### config.mk
export PLATFORM = sky130hd
export DESIGN_NAME = col_readout_seq
export DESIGN_NICKNAME = d
export VERILOG_FILES = /design/src/rtl/col_seq_pkg.sv /design/src/rtl/next_col_finder.sv /design/src/rtl/link_word_packer.sv /design/src/rtl/col_readout_seq.sv
export SDC_FILE = /design/constraint.sdc
export NUM_CORES = 1
export LEC_CHECK = 0
export BUFFER_PORTS_ARGS = -buffer_cell sky130_fd_sc_hd__buf_2
export CAP_MARGIN = 20
export CORE_AREA = 2 2 142 158
export CTS_BUF_LIST = sky130_fd_sc_hd__clkbuf_8
export CTS_CLUSTER_SIZE = 24
export DETAILED_ROUTE_END_ITERATION = 8
export DIE_AREA = 0 0 144 160
export PLACE_DENSITY_LB_ADDON = 0.1
export SLEW_MARGIN = 20
export SYNTH_ARGS = -nofsm -noshare
export SYNTH_HDL_FRONTEND = slang
export SYNTH_HIERARCHICAL = 1
export SYNTH_SLANG_ARGS = --single-unit
### constraint.sdc
create_clock -name clk -period 5.65 [get_ports clk]
set_input_delay 0.565 -clock clk [delete_from_list [all_inputs] [get_ports clk]]
set_output_delay 0.565 -clock clk [all_outputs]
set_load 0.005 [all_outputs]
### src/rtl/col_seq_pkg.sv
`timescale 1ns/1ps
package col_seq_pkg;

    localparam int TAG_W = 8;
    localparam logic [TAG_W-1:0] TAG_SOE = 8'hFF;
    localparam logic [TAG_W-1:0] TAG_EOE = 8'hFE;

    typedef enum logic [2:0] {
        ST_IDLE,
        ST_HEAD,
        ST_SCAN,
        ST_XFER,
        ST_TAIL
    } seq_state_e;

    typedef enum logic [1:0] {
        WK_NONE,
        WK_HEAD,
        WK_DATA,
        WK_TAIL
    } word_kind_e;

endpackage

### src/rtl/next_col_finder.sv
`timescale 1ns/1ps
// Lowest non-empty column at or above start_idx.
module next_col_finder #(
    parameter int N_COLS = 256,
    parameter int IDX_W  = 8
) (
    input  logic [N_COLS-1:0] empty,
    input  logic [IDX_W-1:0]  start_idx,
    output logic              found,
    output logic [IDX_W-1:0]  idx
);
    always_comb begin
        found = 1'b0;
        idx   = '0;
        // Descending walk: the last hit assigned is the lowest index.
        for (int i = N_COLS - 1; i >= 0; i--) begin
            if ((i >= int'(start_idx)) && !empty[i]) begin
                found = 1'b1;
                idx   = IDX_W'(i);
            end
        end
    end
endmodule

### src/rtl/link_word_packer.sv
`timescale 1ns/1ps
// Forms the 24-bit link word for the kind selected by the sequencer.
module link_word_packer
    import col_seq_pkg::*;
#(
    parameter int DATA_W = 16,
    parameter int IDX_W  = 8
) (
    input  word_kind_e               kind,
    input  logic [IDX_W-1:0]         col_idx,
    input  logic [DATA_W-1:0]        col_data,
    input  logic [DATA_W-1:0]        header,
    input  logic [DATA_W-1:0]        count,
    output logic [TAG_W+DATA_W-1:0]  word
);
    logic [TAG_W-1:0] col_tag;

    generate
        if (IDX_W < TAG_W) begin : g_pad
            assign col_tag = {{(TAG_W - IDX_W){1'b0}}, col_idx};
        end else begin : g_nopad
            assign col_tag = col_idx[TAG_W-1:0];
        end
    endgenerate

    always_comb begin
        unique case (kind)
            WK_HEAD: word = {TAG_SOE, header};
            WK_DATA: word = {col_tag, col_data};
            WK_TAIL: word = {TAG_EOE, count};
            default: word = '0;
        endcase
    end
endmodule

### src/rtl/col_readout_seq.sv
`timescale 1ns/1ps
module col_readout_seq
    import col_seq_pkg::*;
#(
    parameter int N_COLS = 256,
    parameter int DATA_W = 16,
    parameter int BID_W  = 11,
    parameter int IDX_W  = (N_COLS > 1) ? $clog2(N_COLS) : 1
) (
    input  logic                    clk,
    input  logic                    rst_n,
    input  logic                    evt_pend,
    input  logic [DATA_W-BID_W-1:0] evt_id,
    input  logic [BID_W-1:0]        evt_bid,
    output logic                    evt_take,
    input  logic [N_COLS-1:0]       col_empty,
    output logic                    tok_vld,
    output logic [IDX_W-1:0]        tok_col,
    input  logic                    col_dv,
    input  logic [DATA_W-1:0]       col_data,
    input  logic                    col_eoc,
    output logic                    col_pop,
    input  logic                    link_busy,
    output logic                    link_wr,
    output logic [TAG_W+DATA_W-1:0] link_word,
    output logic                    evt_done
);
    localparam int EID_W = DATA_W - BID_W;
    localparam logic [IDX_W-1:0] LAST_COL = IDX_W'(N_COLS - 1);

    seq_state_e        state_q, state_d;
    logic [IDX_W-1:0]  col_q;
    logic [DATA_W-1:0] cnt_q;
    logic [DATA_W-1:0] hdr_q;

    logic              nxt_found;
    logic [IDX_W-1:0]  nxt_idx;
    word_kind_e        kind;
    logic              accept_data;

    next_col_finder #(
        .N_COLS (N_COLS),
        .IDX_W  (IDX_W)
    ) u_finder (
        .empty     (col_empty),
        .start_idx (col_q),
        .found     (nxt_found),
        .idx       (nxt_idx)
    );

    link_word_packer #(
        .DATA_W (DATA_W),
        .IDX_W  (IDX_W)
    ) u_packer (
        .kind     (kind),
        .col_idx  (col_q),
        .col_data (col_data),
        .header   (hdr_q),
        .count    (cnt_q),
        .word     (link_word)
    );

    assign accept_data = (state_q == ST_XFER) && col_dv && !link_busy;

    // Next-state logic
    always_comb begin
        state_d = state_q;
        unique case (state_q)
            ST_IDLE: if (evt_pend)   state_d = ST_HEAD;
            ST_HEAD: if (!link_busy) state_d = ST_SCAN;
            ST_SCAN: state_d = nxt_found ? ST_XFER : ST_TAIL;
            ST_XFER: if (accept_data && col_eoc)
                         state_d = (col_q == LAST_COL) ? ST_TAIL : ST_SCAN;
            ST_TAIL: if (!link_busy) state_d = ST_IDLE;
            default: state_d = ST_IDLE;
        endcase
    end

    // State register and event context
    always_ff @(posedge clk or negedge rst_n) begin
        if (!rst_n) begin
            state_q <= ST_IDLE;
            col_q   <= '0;
            cnt_q   <= '0;
            hdr_q   <= '0;
        end else begin
            state_q <= state_d;
            unique case (state_q)
                ST_IDLE: if (evt_pend) begin
                    hdr_q <= {EID_W'(evt_id), evt_bid};
                    cnt_q <= '0;
                    col_q <= '0;
                end
                ST_SCAN: if (nxt_found) col_q <= nxt_idx;
                ST_XFER: if (accept_data) begin
                    cnt_q <= cnt_q + 1'b1;
                    if (col_eoc && (col_q != LAST_COL)) col_q <= col_q + 1'b1;
                end
                default: ;
            endcase
        end
    end

    // Outputs
    always_comb begin
        evt_take = 1'b0;
        tok_vld  = 1'b0;
        col_pop  = 1'b0;
        link_wr  = 1'b0;
        evt_done = 1'b0;
        kind     = WK_NONE;
        unique case (state_q)
            ST_IDLE: evt_take = evt_pend;
            ST_HEAD: begin
                kind    = WK_HEAD;
                link_wr = !link_busy;
            end
            ST_SCAN: ;
            ST_XFER: begin
                kind    = WK_DATA;
                tok_vld = 1'b1;
                link_wr = accept_data;
                col_pop = accept_data;
            end
            ST_TAIL: begin
                kind     = WK_TAIL;
                link_wr  = !link_busy;
                evt_done = !link_busy;
            end
            default: ;
        endcase
    end

    assign tok_col = col_q;

endmodule

### After elaboration in Yosys (flattened, before gate mapping)

Index checks and enable logic that the tools add are counted.

| word-level totals | value |
|---|---|
| register bits | 43 |
| bits of input ports | 294 |
| output and inout port bits | 37 |
| word-level logic and storage cells | 1334 |

| operators by class | value |
|---|---|
| multiplexer cells | 534 |
| add/subtract/negate cells | 2 |
| reduce and logical (&&, ||, !) cells | 523 |
| equal/unequal tests | 16 |
| order comparisons | 255 |

Operators by type and width:

| cell | number |
|---|---|
| 8-bit two-way mux | 260 |
| 8-bit greater-or-equal comparator, first input constant | 127 |
| 7-bit by 8-bit greater-or-equal comparator with 1-bit output, first input constant | 64 |
| 1-bit two-way mux | 260 |
| 1-bit logical AND | 259 |
| 6-bit by 8-bit greater-or-equal comparator with 1-bit output, first input constant | 32 |
| 1-bit logical NOT | 256 |
| 5-bit by 8-bit greater-or-equal comparator with 1-bit output, first input constant | 16 |
| 24-bit case mux with 3 select lines | 1 |
| 4-bit by 8-bit greater-or-equal comparator with 1-bit output, first input constant | 8 |
| 3-bit by 8-bit greater-or-equal comparator with 1-bit output, first input constant | 4 |
| 16-bit two-way mux | 2 |
| 16-bit case mux with 2 select lines | 1 |
| 8-bit case mux with 3 select lines | 1 |
| 3-bit two-way mux | 6 |
| 16-bit by 1-bit adder with 16-bit output, second input constant | 1 |
| 1-bit by 8-bit greater-or-equal comparator with 1-bit output, first input constant | 2 |
| 2-bit by 8-bit greater-or-equal comparator with 1-bit output, first input constant | 2 |
| 3-bit case mux with 5 select lines | 1 |
| 2-bit inequality test, second input constant | 5 |
| 8-bit by 1-bit adder with 8-bit output, second input constant | 1 |
| 8-bit == test, second input constant | 1 |
| 8-bit inequality test, second input constant | 1 |
| 3-bit by 2-bit == test with 1-bit output, second input constant | 2 |
| 15 further kinds | 17 |

### Logic depth before layout (Yosys ltp)

| logic depth | value |
|---|---|
| depth in word-level cells | 259 |
| depth in mapped cells | 18 |
| gate-level depth less buffers | 12 |

### Cells and area by module

The synthesis kept the hierarchy.

Modules (own cells, without submodules):

| module | times used | sequential area each (um2) | cells an instance | area an instance (um2) |
|---|---|---|---|---|
| next_col_finder | 1 | 0.0 | 1365 | 8660.8 |
| col_readout_seq | 1 | 1076.0 | 268 | 2371.0 |
| link_word_packer | 1 | 0.0 | 50 | 523.0 |

### Least setup slack after synthesis

No wires, ideal clock.

| path | value |
|---|---|
| path kind | reg-to-reg |
| start point | register col_q[4], in the netlist tok_col[4] |
| end point | register col_q[1], in the netlist tok_col[1] |
| required time | 5525 ps |
| library setup time | 125 ps |
| arrival time | 3823 ps |
| setup slack | 1702 ps |
| cell stages (with the launch flop) | 17 |
| path buffers | 4 |
| clock period less this slack | 3948 ps |
| cells stage by stage | dfrtp_1 > buf_6 > buf_6 > nor3b_1 > a21oi_1 > o211ai_1 > a2111o_1 > or4b_1 > nor3_1 > nand3_1 > nor2_1 > nand4_1 > or3_1 > clkbuf_1 > and3_1 > buf_6 > mux2_4 |

| between the ends | value |
|---|---|
| longest elaborated chain between the ends | 259 |
| elaborated cells on any way between the ends | 1027 |
| those cells by class | order compare: 255; eq/ne: 3; mux: 512; reduce/logical: 257 |

RTL lines:

| element | line | text |
|---|---|---|
| from (decl) | col_readout_seq.sv:32 | `logic [IDX_W-1:0] col_q;` |
| from (signal assigned) | col_readout_seq.sv:94 | `ST_SCAN: if (nxt_found) col_q <= nxt_idx;` |
| from (signal assigned) | col_readout_seq.sv:97 | `if (col_eoc && (col_q != LAST_COL)) col_q <= col_q + 1'b1;` |
| 8-bit greater-or-equal comparator | next_col_finder.sv:17 | `if ((i >= int'(start_idx)) && !empty[i]) begin` |
| 1-bit logical AND | next_col_finder.sv:17 |  |
| 1-bit two-way mux (254 in series) | next_col_finder.sv:17 |  |
| 1-bit two-way mux (*) | next_col_finder.sv:17 |  |
| net nxt_found | col_readout_seq.sv:36 | `logic nxt_found;` |
| 2-bit inequality test (no line) (*) | n/a |  |
| 5-bit AND reduction (no line) (*) | n/a |  |

Mark *: on every way through the listed nets, which the timed path passes. The rest lies on a longest branch. The select of a mux whose other input is x is not followed.
A chain may end at the register's enable or synchronous reset.

### Worst setup path after layout

| path | value |
|---|---|
| start point | register col_q[6], in the netlist tok_col[6] |
| end point | register col_q[1], in the netlist tok_col[1] |

Same word-level chain as after synthesis.

==> results.md <==
- Power Density: about 360 mW/mm^2
- Drc violations: 0
- Hold Path Class: primary input to asynchronous set/reset pin
- Tot Pwr: 4.755 mW
- Chip height: 160 microns
- All-Layer GR Usage: about 53%
- Area leader, netlist: dfrtp_1
- Clock tree sinks: 43
- Final setup fails: 0
- Initial antenna violation count: 2
- CTS buffer count: 5
- Clk pin slew, worst setup/hold paths: approximately 0.09 ns
- Placed Area: approximately 0.013 sq mm
- IO buf count: 330
- DIE AREA: around 0.023 sq mm
- Clock latency on the worst-skew pair: 0.32 ns
- Clk_skew: 0.01019 ns
- WP data arrival: 5.58 ns
- YS warnings: 6
- Synthesis-stage register bit count: 43
- Final ANT Viol Nets: 0
- Final HPWL DP: 48190 microns
- Reg-to-reg setup timing slack: about 0.27 ns
- WL met2: roughly 26000 microns
- Req. time, crit path: slightly below 6 ns
- Worst Setup Start Kind: flop
- Top cells by area, synth: dfrtp_1 (9.3%), a21oi_1 (8.9%), nand2_1 (5.2%)
- CTS H-tree lvls: 2
- Seq/Total Area, Yosys: around a tenth
- Rows: 57
- Post-synth ARST share: 100.0%
- Commonest cells after routing, fill and taps aside: buf_2 (330), a21oi_1 (206), nand2_1 (159)
- Netlist Area Pre-Place: between 0.01 and 0.015 sq mm
- Max-slew violations: 0
- Most used DFF post-synth: dfrtp_1
- Root Driver: clkbuf_8
- Post-CTS sizing: 0
- Met3 wire len: between 9000 and 10000 microns
- WS Path Type: flop to flop
- First-pass DRT Iterations: 9
- Max cap viols: 0
- Post-Syn Nets: between 1500 and 2000
- Worst Hold Margin: between 0.3 and 0.4 ns
- Fin util: 61.31%
- Routed vias/inst: roughly 7.5
- RSZ-0062 raised after global routing: false
- DR iter-0 viols: approximately 2700
- Crit path max fanout: 28
- Vias in the first global route: about 16000
- Max Buffers Root-to-Sink: 2
- Via Count: roughly 17000
- Fin crit share: a little over nine tenths
- Number of flops mapped to enable cells by yosys: 0
- Core outline area: 0.02161 sq mm
- Rel. slew slack: between 10% and 20%
- Post-CTS setup buffers: 0
- First-pass GRT wire length: 93290 microns
- Routed WL: approximately 63000 microns
- Final Hold Fails: 0
- Metal-1 WL: around 21000 microns
- Outcome: complete, no violations
- GRT Residual Overflow: 0
- Most common cell after layout, fill and taps aside: buf_2
- # nets final: 2245
- Fill cell total of the finished layout: roughly 2100
- Hold Buf Count CTS: 0
- Slew @ Worst Pin: approximately 1.2 ns
- Leak pwr: 5.754 nW
- IO Count: approximately 330
- Sum Neg Setup Slack: 0 ns
- Tmin final: between 5 and 6 ns
- Top cell type's share of synthesized area: a little under a tenth
- Mapped Cells: 1683
- Final Cell Area: roughly 0.013 sq mm
- Max frequency: 0.1859 GHz
- WL per Instance: about 28 microns
- Worst setup EP type: flop
- Synth unique cells: 110
- Layout cells sized above 1: 26.36%
- Final Wtd Congestion: around 1.1
- CTS tree: done
- Die width: roughly 140 microns
- Top Metal Used: met5
- Mean Syn Cell Area: 6.866 sq um
- Layout Area Growth over Synthesis: 14.66%
- VDD IR max: 0.4613 mV
- Largest net degree at the start of global routing: 53
- Initial Utilization: a little over half
-- report_power, final --
| part | internal (mW) | switching [mW] | total (mW) |
|---|---|---|---|
| clock | 0.132 | 0.120 | 0.251 |
| sequential | 0.404 | 0.317 | 0.720 |
| combinational | 1.26 | 2.52 | 3.78 |
-- state kept, by name, summed over array words and instances, names as in the netlist --
name	count
hdr_q	16
state_q	3
tok_col	8
cnt_q	16
-- routing by layer --
| layer | vias up | GRT usage (%) |
|---|---|---|
| met5 | - | 0 |
| met4 | 2 | 39.53 |
| met3 | 460 | 17.90 |
| met2 | 1628 | 77.90 |
| met1 | 7572 | 63.05 |
| li1 | 7166 | - |
-- worst max-delay path: stages (launching register included) --
cell and delay, ns:
dfrtp_2 0.87, o21ai_1 0.34, nand2_1 0.65, o21ai_1 0.22, o21a_1 0.20, nor3_1 0.63, nand2_1 0.27, or3_1 0.44
nor3_1 0.16, buf_4 0.15, nand4_1 0.26, or3_1 0.44, and3_1 0.28, mux2_4 0.34
-- cells in the mapped netlist, types with 25 or more instances --
cell type,count
nand2_1,159
dfrtp_1,43
o21ai_0,94
a21oi_1,206
buf_6,38
o211ai_1,25
nor3_1,52
a21o_1,60
o22ai_1,33
a31oi_1,35
buf_2,45
a211oi_1,29
nor2_1,149
nand3_1,33
inv_1,42
-- cell type report --
type	count	area, sq um	share of cell area, %
inverters	45	168.9	1.275
multi-input cells	1456	9340	70.50
clock buffers	5	68.82	0.5194
well taps	295	369.1	2.786
diodes	1	2.502	0.01889
repair buffers	398	2162	16.32
clock inverters	3	43.79	0.3305
flip-flops and latches	43	1094	8.254
-- cells by family after synthesis --
logic type | Yosys count | synth area share [%]
adder cells (fa/ha/maj) | 3 | 0.3032
flip-flops | 43 | 9.312
XOR/XNOR | 4 | 0.3032
buffers and inverters | 184 | 10.02
AND/OR/NAND/NOR | 624 | 28.72
multiplexers | 28 | 3.075
AO/OA/AOI/OAI | 797 | 48.27
-- worst paths after layout --
kind / from / end / cells after the start
worst min register to register: hdr_q[13]$_DFFE_PN0P_ / hdr_q[13]$_DFFE_PN0P_ / 2
worst max register to register: tok_col[6]$_DFFE_PN0P_ / tok_col[1]$_DFFE_PN0P_ / 13
max in group asynchronous: rst_n / tok_col[7]$_DFFE_PN0P_ / 2
min in group clk: evt_bid[10] / hdr_q[10]$_DFFE_PN0P_ / 3
worst max-delay path: tok_col[6]$_DFFE_PN0P_ / tok_col[1]$_DFFE_PN0P_ / 13
worst min-delay path: rst_n / cnt_q[11]$_DFFE_PN0P_ / 2
-- stage by stage --
step / cells / setup WS (ns)
after global placement: 2237 / 0.6115
after detailed placement: 2237 / 0.5865
after floorplan: 1683 / 1.702
after CTS: 2245 / 0.5680
after global routing: 2246 / 0.2366
final: 2246 / 0.2711
Note: power is estimated with default switching activity, not from simulation.
